$ cat config.mk
export PLATFORM = sky130hd
export DESIGN_NAME = smb_cfg_slave
export DESIGN_NICKNAME = d
export VERILOG_FILES = /design/src/rtl/smb_cfg_pkg.sv /design/src/rtl/smb_line_sync.sv /design/src/rtl/smb_cfg_regs.sv /design/src/rtl/smb_link_fsm.sv /design/src/rtl/smb_cfg_slave.sv
export SDC_FILE = /design/constraint.sdc
export NUM_CORES = 1
export LEC_CHECK = 0
export ABC_CLOCK_PERIOD_IN_PS = 3400
export BUFFER_PORTS_ARGS = -buffer_cell sky130_fd_sc_hd__buf_2
export CORE_ASPECT_RATIO = 1.4
export CORE_MARGIN = 2
export CORE_UTILIZATION = 30
export CTS_CLUSTER_DIAMETER = 40
export DETAILED_ROUTE_END_ITERATION = 10
export MAX_ROUTING_LAYER = met4
export SLEW_MARGIN = 40
export SYNTH_ARGS = -nofsm -noshare
export SYNTH_HDL_FRONTEND = slang
export SYNTH_SLANG_ARGS = --single-unit
export TNS_END_PERCENT = 10
$ cat constraint.sdc
create_clock -name clk -period 3.4 [get_ports clk]
set_clock_uncertainty 0.1 [all_clocks]
set_input_delay 0.68 -clock clk [delete_from_list [all_inputs] [get_ports clk]]
set_output_delay 0.68 -clock clk [all_outputs]
set_load 0.005 [all_outputs]
$ cat src/rtl/smb_cfg_pkg.sv
package smb_cfg_pkg;

  localparam int REG_COUNT = 9;
  localparam int OUT_CNT   = 12;
  localparam int LO_OUTS   = 8;
  localparam int CNT_W     = 5;
  localparam int BYTE_BITS = 8;
  localparam int BIT_W     = $clog2(BYTE_BITS + 1);

  localparam logic [7:0] RW0_RESET = 8'h00;
  localparam logic [7:0] RW1_RESET = 8'hFF;
  localparam logic [7:0] RW2_RESET = 8'h0F;
  localparam logic [7:0] RW7_RESET = 8'h08;

  typedef enum logic [2:0] {
    LK_IDLE, LK_RECV, LK_SACK, LK_SEND, LK_HACK
  } link_state_e;

  typedef enum logic [1:0] {
    PH_ADDR, PH_INDEX, PH_COUNT, PH_DATA
  } phase_e;

  // strap code to level 0 (low), 1 (mid), 2 (high); code 11 counts as mid
  function automatic logic [1:0] strap_level(input logic [1:0] code);
    logic [1:0] lvl;
    case (code)
      2'b00:   lvl = 2'd0;
      2'b10:   lvl = 2'd2;
      default: lvl = 2'd1;
    endcase
    return lvl;
  endfunction

  // 7-bit bus address selected by the two straps
  function automatic logic [6:0] strap_address(input logic [1:0] hi_code,
                                                input logic [1:0] lo_code);
    logic [7:0] b;
    case ({strap_level(hi_code), strap_level(lo_code)})
      4'b0000: b = 8'hD8;
      4'b0001: b = 8'hDA;
      4'b0010: b = 8'hDE;
      4'b0100: b = 8'hC2;
      4'b0101: b = 8'hC4;
      4'b0110: b = 8'hC6;
      4'b1000: b = 8'hCA;
      4'b1001: b = 8'hCC;
      4'b1010: b = 8'hCE;
      default: b = 8'hC4;
    endcase
    return b[7:1];
  endfunction

  // bits that software may change at each index
  function automatic logic [7:0] write_mask(input logic [7:0] idx);
    logic [7:0] m;
    case (idx)
      8'd0:    m = 8'h0E;
      8'd1:    m = 8'hFF;
      8'd2:    m = 8'h0F;
      8'd7:    m = 8'h1F;
      default: m = 8'h00;
    endcase
    return m;
  endfunction

  function automatic logic [7:0] count_byte(input logic [CNT_W-1:0] cnt);
    return {{(8-CNT_W){1'b0}}, cnt};
  endfunction

endpackage

$ cat src/rtl/smb_line_sync.sv
module smb_line_sync #(
  parameter int STAGES = 2
) (
  input  logic clk,
  input  logic rst_n,
  input  logic d_raw,
  output logic level,
  output logic rise,
  output logic fall
);
  logic [STAGES-1:0] chain_q;
  logic              last_q;

  always_ff @(posedge clk or negedge rst_n) begin
    if (!rst_n) begin
      chain_q <= '1;
      last_q  <= 1'b1;
    end else begin
      chain_q <= {chain_q[STAGES-2:0], d_raw};
      last_q  <= chain_q[STAGES-1];
    end
  end

  assign level = chain_q[STAGES-1];
  assign rise  = level & ~last_q;
  assign fall  = ~level & last_q;
endmodule

$ cat src/rtl/smb_cfg_regs.sv
module smb_cfg_regs
  import smb_cfg_pkg::*;
#(
  parameter logic [7:0] DEVICE_ID = 8'hFB,
  parameter logic [3:0] VENDOR_ID = 4'h1
) (
  input  logic               clk,
  input  logic               rst_n,
  input  logic               wr_stb,
  input  logic [7:0]         wr_idx,
  input  logic [7:0]         wr_data,
  input  logic [7:0]         rd_idx,
  output logic [7:0]         rd_data,
  input  logic [1:0]         mode_strap,
  input  logic               freq_strap,
  input  logic [3:0]         rev_id,
  output logic [OUT_CNT-1:0] out_en,
  output logic               mode_override,
  output logic [1:0]         mode_sel,
  output logic [CNT_W-1:0]   count_val
);
  logic [7:0] rw0_q, rw1_q, rw2_q, rw7_q;
  logic [7:0] masked;

  assign masked = wr_data & write_mask(wr_idx);

  always_ff @(posedge clk or negedge rst_n) begin
    if (!rst_n) begin
      rw0_q <= RW0_RESET;
      rw1_q <= RW1_RESET;
      rw2_q <= RW2_RESET;
      rw7_q <= RW7_RESET;
    end else if (wr_stb) begin
      case (wr_idx)
        8'd0:    rw0_q <= masked;
        8'd1:    rw1_q <= masked;
        8'd2:    rw2_q <= masked;
        8'd7:    rw7_q <= masked;
        default: ;
      endcase
    end
  end

  always_comb begin
    case (rd_idx)
      8'd0:    rd_data = rw0_q | {mode_strap, 5'b00000, freq_strap};
      8'd1:    rd_data = rw1_q;
      8'd2:    rd_data = rw2_q;
      8'd5:    rd_data = {rev_id, VENDOR_ID};
      8'd6:    rd_data = DEVICE_ID;
      8'd7:    rd_data = rw7_q;
      default: rd_data = 8'h00;
    endcase
  end

  assign out_en        = {rw2_q[OUT_CNT-LO_OUTS-1:0], rw1_q[LO_OUTS-1:0]};
  assign mode_override = rw0_q[3];
  assign mode_sel      = rw0_q[2:1];
  assign count_val     = rw7_q[CNT_W-1:0];
endmodule

$ cat src/rtl/smb_link_fsm.sv
module smb_link_fsm
  import smb_cfg_pkg::*;
(
  input  logic             clk,
  input  logic             rst_n,
  input  logic             scl_rise,
  input  logic             scl_fall,
  input  logic             sda_lvl,
  input  logic             start_evt,
  input  logic             stop_evt,
  input  logic [6:0]       own_addr,
  input  logic [7:0]       rd_data,
  input  logic [CNT_W-1:0] count_val,
  output logic             sda_pull,
  output logic             wr_stb,
  output logic [7:0]       wr_idx,
  output logic [7:0]       wr_data,
  output logic [7:0]       rd_idx,
  output logic             link_idle
);
  link_state_e      st_q;
  phase_e           ph_q;
  logic [BIT_W-1:0] bit_q;
  logic [7:0]       rx_q, tx_q, idx_q, left_q;
  logic             rd_dir_q, hack_q;
  logic             wr_stb_q;
  logic [7:0]       wr_idx_q, wr_data_q;
  logic             byte_end, addr_hit;

  assign byte_end = scl_fall && (bit_q == BIT_W'(BYTE_BITS));
  assign addr_hit = (rx_q[7:1] == own_addr);

  always_ff @(posedge clk or negedge rst_n) begin
    if (!rst_n) begin
      st_q      <= LK_IDLE;
      ph_q      <= PH_ADDR;
      bit_q     <= '0;
      rx_q      <= '0;
      tx_q      <= '0;
      idx_q     <= '0;
      left_q    <= '0;
      rd_dir_q  <= 1'b0;
      hack_q    <= 1'b0;
      wr_stb_q  <= 1'b0;
      wr_idx_q  <= '0;
      wr_data_q <= '0;
    end else begin
      wr_stb_q <= 1'b0;
      if (stop_evt) begin
        st_q <= LK_IDLE;
      end else if (start_evt) begin
        st_q  <= LK_RECV;
        ph_q  <= PH_ADDR;
        bit_q <= '0;
      end else begin
        case (st_q)
          LK_RECV: begin
            if (scl_rise) begin
              rx_q  <= {rx_q[6:0], sda_lvl};
              bit_q <= bit_q + 1'b1;
            end else if (byte_end) begin
              case (ph_q)
                PH_ADDR: begin
                  if (addr_hit) begin
                    st_q     <= LK_SACK;
                    rd_dir_q <= rx_q[0];
                  end else begin
                    st_q <= LK_IDLE;
                  end
                end
                PH_INDEX: begin
                  idx_q <= rx_q;
                  ph_q  <= PH_COUNT;
                  st_q  <= LK_SACK;
                end
                PH_COUNT: begin
                  left_q <= rx_q;
                  ph_q   <= PH_DATA;
                  st_q   <= LK_SACK;
                end
                default: begin
                  st_q <= LK_SACK;
                  if (left_q != 8'd0) begin
                    wr_stb_q  <= 1'b1;
                    wr_idx_q  <= idx_q;
                    wr_data_q <= rx_q;
                    idx_q     <= idx_q + 8'd1;
                    left_q    <= left_q - 8'd1;
                  end
                end
              endcase
            end
          end
          LK_SACK: begin
            if (scl_fall) begin
              bit_q <= '0;
              if (ph_q == PH_ADDR && rd_dir_q) begin
                st_q <= LK_SEND;
                tx_q <= count_byte(count_val);
              end else begin
                st_q <= LK_RECV;
                if (ph_q == PH_ADDR) ph_q <= PH_INDEX;
              end
            end
          end
          LK_SEND: begin
            if (scl_fall) begin
              if (bit_q == BIT_W'(BYTE_BITS - 1)) begin
                st_q <= LK_HACK;
              end else begin
                tx_q  <= {tx_q[6:0], 1'b0};
                bit_q <= bit_q + 1'b1;
              end
            end
          end
          LK_HACK: begin
            if (scl_rise) begin
              hack_q <= ~sda_lvl;
            end else if (scl_fall) begin
              if (hack_q) begin
                st_q  <= LK_SEND;
                tx_q  <= rd_data;
                idx_q <= idx_q + 8'd1;
                bit_q <= '0;
              end else begin
                st_q <= LK_IDLE;
              end
            end
          end
          default: ;
        endcase
      end
    end
  end

  assign sda_pull  = (st_q == LK_SACK) || (st_q == LK_SEND && !tx_q[7]);
  assign wr_stb    = wr_stb_q;
  assign wr_idx    = wr_idx_q;
  assign wr_data   = wr_data_q;
  assign rd_idx    = idx_q;
  assign link_idle = (st_q == LK_IDLE);
endmodule

$ cat src/rtl/smb_cfg_slave.sv
module smb_cfg_slave
  import smb_cfg_pkg::*;
#(
  parameter int         SYNC_STAGES = 2,
  parameter logic [7:0] DEVICE_ID   = 8'hFB,
  parameter logic [3:0] VENDOR_ID   = 4'h1
) (
  input  logic               clk,
  input  logic               rst_n,
  input  logic               scl_in,
  input  logic               sda_in,
  output logic               sda_pull,
  input  logic [1:0]         addr_strap_hi,
  input  logic [1:0]         addr_strap_lo,
  input  logic [1:0]         mode_strap,
  input  logic               freq_strap,
  input  logic [3:0]         rev_id,
  output logic [OUT_CNT-1:0] out_en,
  output logic               mode_override,
  output logic [1:0]         mode_sel
);
  // named internal events, also watched by the bound checker
  logic             scl_s, scl_rise, scl_fall;
  logic             sda_s, sda_rise, sda_fall;
  logic             start_evt, stop_evt;
  logic [6:0]       own_addr;
  logic             wr_stb;
  logic [7:0]       wr_idx, wr_data, rd_idx, rd_data;
  logic [CNT_W-1:0] count_val;
  logic             link_idle;

  smb_line_sync #(.STAGES(SYNC_STAGES)) u_scl_sync (
    .clk(clk), .rst_n(rst_n), .d_raw(scl_in),
    .level(scl_s), .rise(scl_rise), .fall(scl_fall)
  );

  smb_line_sync #(.STAGES(SYNC_STAGES)) u_sda_sync (
    .clk(clk), .rst_n(rst_n), .d_raw(sda_in),
    .level(sda_s), .rise(sda_rise), .fall(sda_fall)
  );

  assign start_evt = sda_fall & scl_s;
  assign stop_evt  = sda_rise & scl_s;
  assign own_addr  = strap_address(addr_strap_hi, addr_strap_lo);

  smb_link_fsm u_link (
    .clk(clk), .rst_n(rst_n),
    .scl_rise(scl_rise), .scl_fall(scl_fall), .sda_lvl(sda_s),
    .start_evt(start_evt), .stop_evt(stop_evt),
    .own_addr(own_addr), .rd_data(rd_data), .count_val(count_val),
    .sda_pull(sda_pull), .wr_stb(wr_stb), .wr_idx(wr_idx), .wr_data(wr_data),
    .rd_idx(rd_idx), .link_idle(link_idle)
  );

  smb_cfg_regs #(.DEVICE_ID(DEVICE_ID), .VENDOR_ID(VENDOR_ID)) u_regs (
    .clk(clk), .rst_n(rst_n),
    .wr_stb(wr_stb), .wr_idx(wr_idx), .wr_data(wr_data),
    .rd_idx(rd_idx), .rd_data(rd_data),
    .mode_strap(mode_strap), .freq_strap(freq_strap), .rev_id(rev_id),
    .out_en(out_en), .mode_override(mode_override), .mode_sel(mode_sel),
    .count_val(count_val)
  );
endmodule

==> flow_metrics.tcl <==
set metrics [dict create \
    fin_crit_ns 2.67 \
    syn_area_mm2 0.00527 \
    place.gp.congestion 0.853 \
    drc 0 \
    cp.arrival_ns 1.89 \
    tns_ns 0 \
    dp_hpwl_um 8940 \
    tritoncts "built" \
    power_leakage_nw 2.69 \
    wl_per_cell_um 16.6 \
    crit_path_start_kind "register" \
    io_pins 31 \
    clkTransAtPathRegs_ns 0.06 \
    place_area_mm2 0.00561 \
    powerDensity_mw_per_mm2 459 \
    crit_fanout 20 \
    start_util 0.305 \
    synthDistinctLibCells 75 \
    end_kind "output pin" \
    grt_max_degree 54 \
    netlist_instances 497 \
    setup_viol_count_final 0 \
    grt_pass1_vias 3850 \
    switching_share 0.264 \
    avgSynthCellArea_um2 10.6 \
    vias 3959 \
    r2r_setup_slack_ns 0.83 \
    synth-edff-count 0 \
    worstMarginPinSlew_ns 0.722 \
    n_antenna_cell 0 \
    ys.warnings.count 0 \
    rsz0062_at_grt "no" \
    fp-row-count 57 \
    drt-initial-drc-count 458 \
    grt.total_usage 0.145 \
    peakVddDrop_mv 0.255 \
    antenna_found_initial 0 \
    htree_num_levels 3 \
    maxCapViolations 0 \
    drtPass1Iterations 5 \
    post-place-cells 738 \
    pwr-share-comb 0.101 \
    clock-root-buffer "clkbuf_16" \
    clockBufferDepth 2 \
    areaGrowthSynthToFinish_pct 12.8 \
    post_cts_resized 0 \
    min_path_type "reg -> reg" \
    postCtsSetupRepairBufs 0 \
    post-route-cell-area_mm2 0.00594 \
    seqPwrFrac 0.497 \
    ant_nets 0 \
    internal_power_mw 2.01 \
    maxSlewViolCount 0 \
    status "finished clean" \
    synthFlopType "dfrtp_1" \
    syn_nets 524 \
    ctsHoldBuffers 0 \
    wl_um 12600 \
    cts_buffers 9 \
    gr-total-overflow 0 \
    critical_path_class "reg -> out" \
    die_h_um 161 \
    die_w_um 116 \
    fin_crit_sh 0.785 \
    clockPowerShare 0.402 \
    p_sw_mw 0.720 \
    ys_async_sr_fraction 1.00 \
    drive_above_1_share 0.263 \
    grt_pass1_wl_um 20500 \
    port_buffers 30 \
    synth.yosys.seq_area_share 0.470 \
    worstSkewPairLatency_ns 0.36 \
    cp.required_ns 2.62 \
    max_freq_ghz 0.375 \
    coreArea_mm2 0.0173 \
    dieArea_mm2 0.0186 \
    hold_viol 0 \
    slew_headroom 0.518 \
    final_nets 542 \
    instances_no_fill 756 \
    ys_ff_latch 98 \
    cts_sinks 98 \
    via_per_inst 5.24 \
]
## kinds of logic (layout without fill, tap and decap cells)
group,count (synthesis),after routing,synth area share
flip-flops,98,98,0.470
multiplexers,55,55,0.122
AND/OR/NAND/NOR,154,154,0.176
XOR/XNOR,2,2,0.00333
AO/OA/AOI/OAI,132,132,0.162
adder cells (fa/ha/maj),12,12,0.0285
buffers and inverters,44,67,0.0375
## power by group through the flow
stage          sequential (mW)  combinational (mW)  clock [mW]
5_1_grt                   1.37               0.308        1.18
2_1_floorplan             1.30               0.227           0
6_report                  1.36               0.276        1.10
4_1_cts                   1.36               0.278        1.12
3_5_place_dp              1.38               0.276           0
3_3_place_gp              1.37               0.270           0
## cell type report
cell class                      instances  area, um^2
Timing Repair Buffer                   34         193
Clock buffer                           10         229
Sequential cell                        98        2480
Tap cell                              236         295
Inverter                               17        63.8
Multi-Input combinational cell        355        2590
Clock inverter                          6        90.1
Fill cell                            1741       11300
## Yosys cell counts, drive strengths merged (4+ instances only)
library cell,count,area share
dfrtp,79,0.38
o31ai,4,0.0057
o21ai,33,0.031
o21a,4,0.0057
o22ai,4,0.0048
mux2,54,0.12
buf,13,0.015
and3,6,0.0071
a221o,4,0.0076
dfstp,19,0.095
nor2,27,0.021
and2,14,0.018
nand3,13,0.012
nand2,31,0.024
nor3b,5,0.0081
nand3b,5,0.0071
nor2b,9,0.011
nor4,4,0.0076
ha,12,0.029
a211oi,4,0.0057
a22o,5,0.0083
a22oi,6,0.0086
a21oi,38,0.036
inv,17,0.012
o41ai,4,0.0067
nor4b,4,0.0095
clkbuf,14,0.010
nor3,11,0.013
nand4,4,0.0048
## state kept, by name, indices dropped and copies added (netlist names)
| register | cells |
|---|---|
| u_link.bit_q | 4 |
| u_link.ph_q | 2 |
| u_link.rd_dir_q | 1 |
| u_regs.rw0_q | 8 |
| u_regs.rw1_q | 8 |
| u_link.hack_q | 1 |
| u_link.rd_idx | 8 |
| u_link.wr_stb | 1 |
| u_link.left_q | 8 |
| u_link.wr_idx | 8 |
| u_scl_sync.chain_q | 2 |
| u_regs.rw2_q | 8 |
| u_scl_sync.last_q | 1 |
| u_link.st_q | 3 |
| u_link.rx_q | 8 |
| u_link.wr_data | 8 |
| u_sda_sync.chain_q | 2 |
| u_sda_sync.last_q | 1 |
| u_link.tx_q | 8 |
| u_regs.rw7_q | 8 |
## path summary, 6_finish.rpt
path | startpoint | to | cells after the start
min in group asynchronous | rst_n | u_link.left_q[6] | 1
setup / recovery | u_link.st_q[1] | sda_pull | 3
hold reg to reg | u_scl_sync.chain_q[0] | u_scl_sync.chain_q[1] | 0
max in group asynchronous | rst_n | u_regs.rw2_q[1] | 2
setup reg to reg | u_scl_sync.last_q | u_link.tx_q[2] | 5
hold / removal | u_scl_sync.chain_q[0] | u_scl_sync.chain_q[1] | 0
## through the flow
step / power [mW] / hold slack, ns / utilization / setup slack, ns
after floorplan: 1.53 / 0.245 / - / 1.13
after global placement: 1.64 / 0.246 / 0.325 / 0.780
after detailed placement: 1.65 / 0.247 / 0.325 / 0.672
after CTS: 2.75 / 0.257 / 0.343 / 0.662
after global routing: 2.85 / 0.265 / 0.344 / 0.606
final: 2.73 / 0.256 / 0.344 / 0.731
## worst max-delay path, stage by stage (launching register included)
cell and delay (ns):
dfrtp_1 0.72, nor2b_1 0.38, a21boi_0 0.27, buf_2 0.16
## layer usage
layer	track usage	routed length, um	vias up
met2	0.237	6470	78
met4	0.0622	299	0
met1	0.177	5420	1987
met3	0.0215	378	21
li1	-	-	1873
met5	-	0	-
## placed cells by master (no fill, tap or decap), drive strengths merged, types with 5 or more instances in the layout
master	instances
nor2b	9
nor3	11
and2	14
nand3	13
ha	12
dfrtp	79
a22oi	6
nand2	31
dfstp	19
clkbuf	11
nor2	27
and3	6
nand3b	5
inv	18
o21ai	33
mux2	54
nor3b	5
a21oi	38
buf	33
a22o	5
No activity file was read; power rests on OpenSTA's default activity.
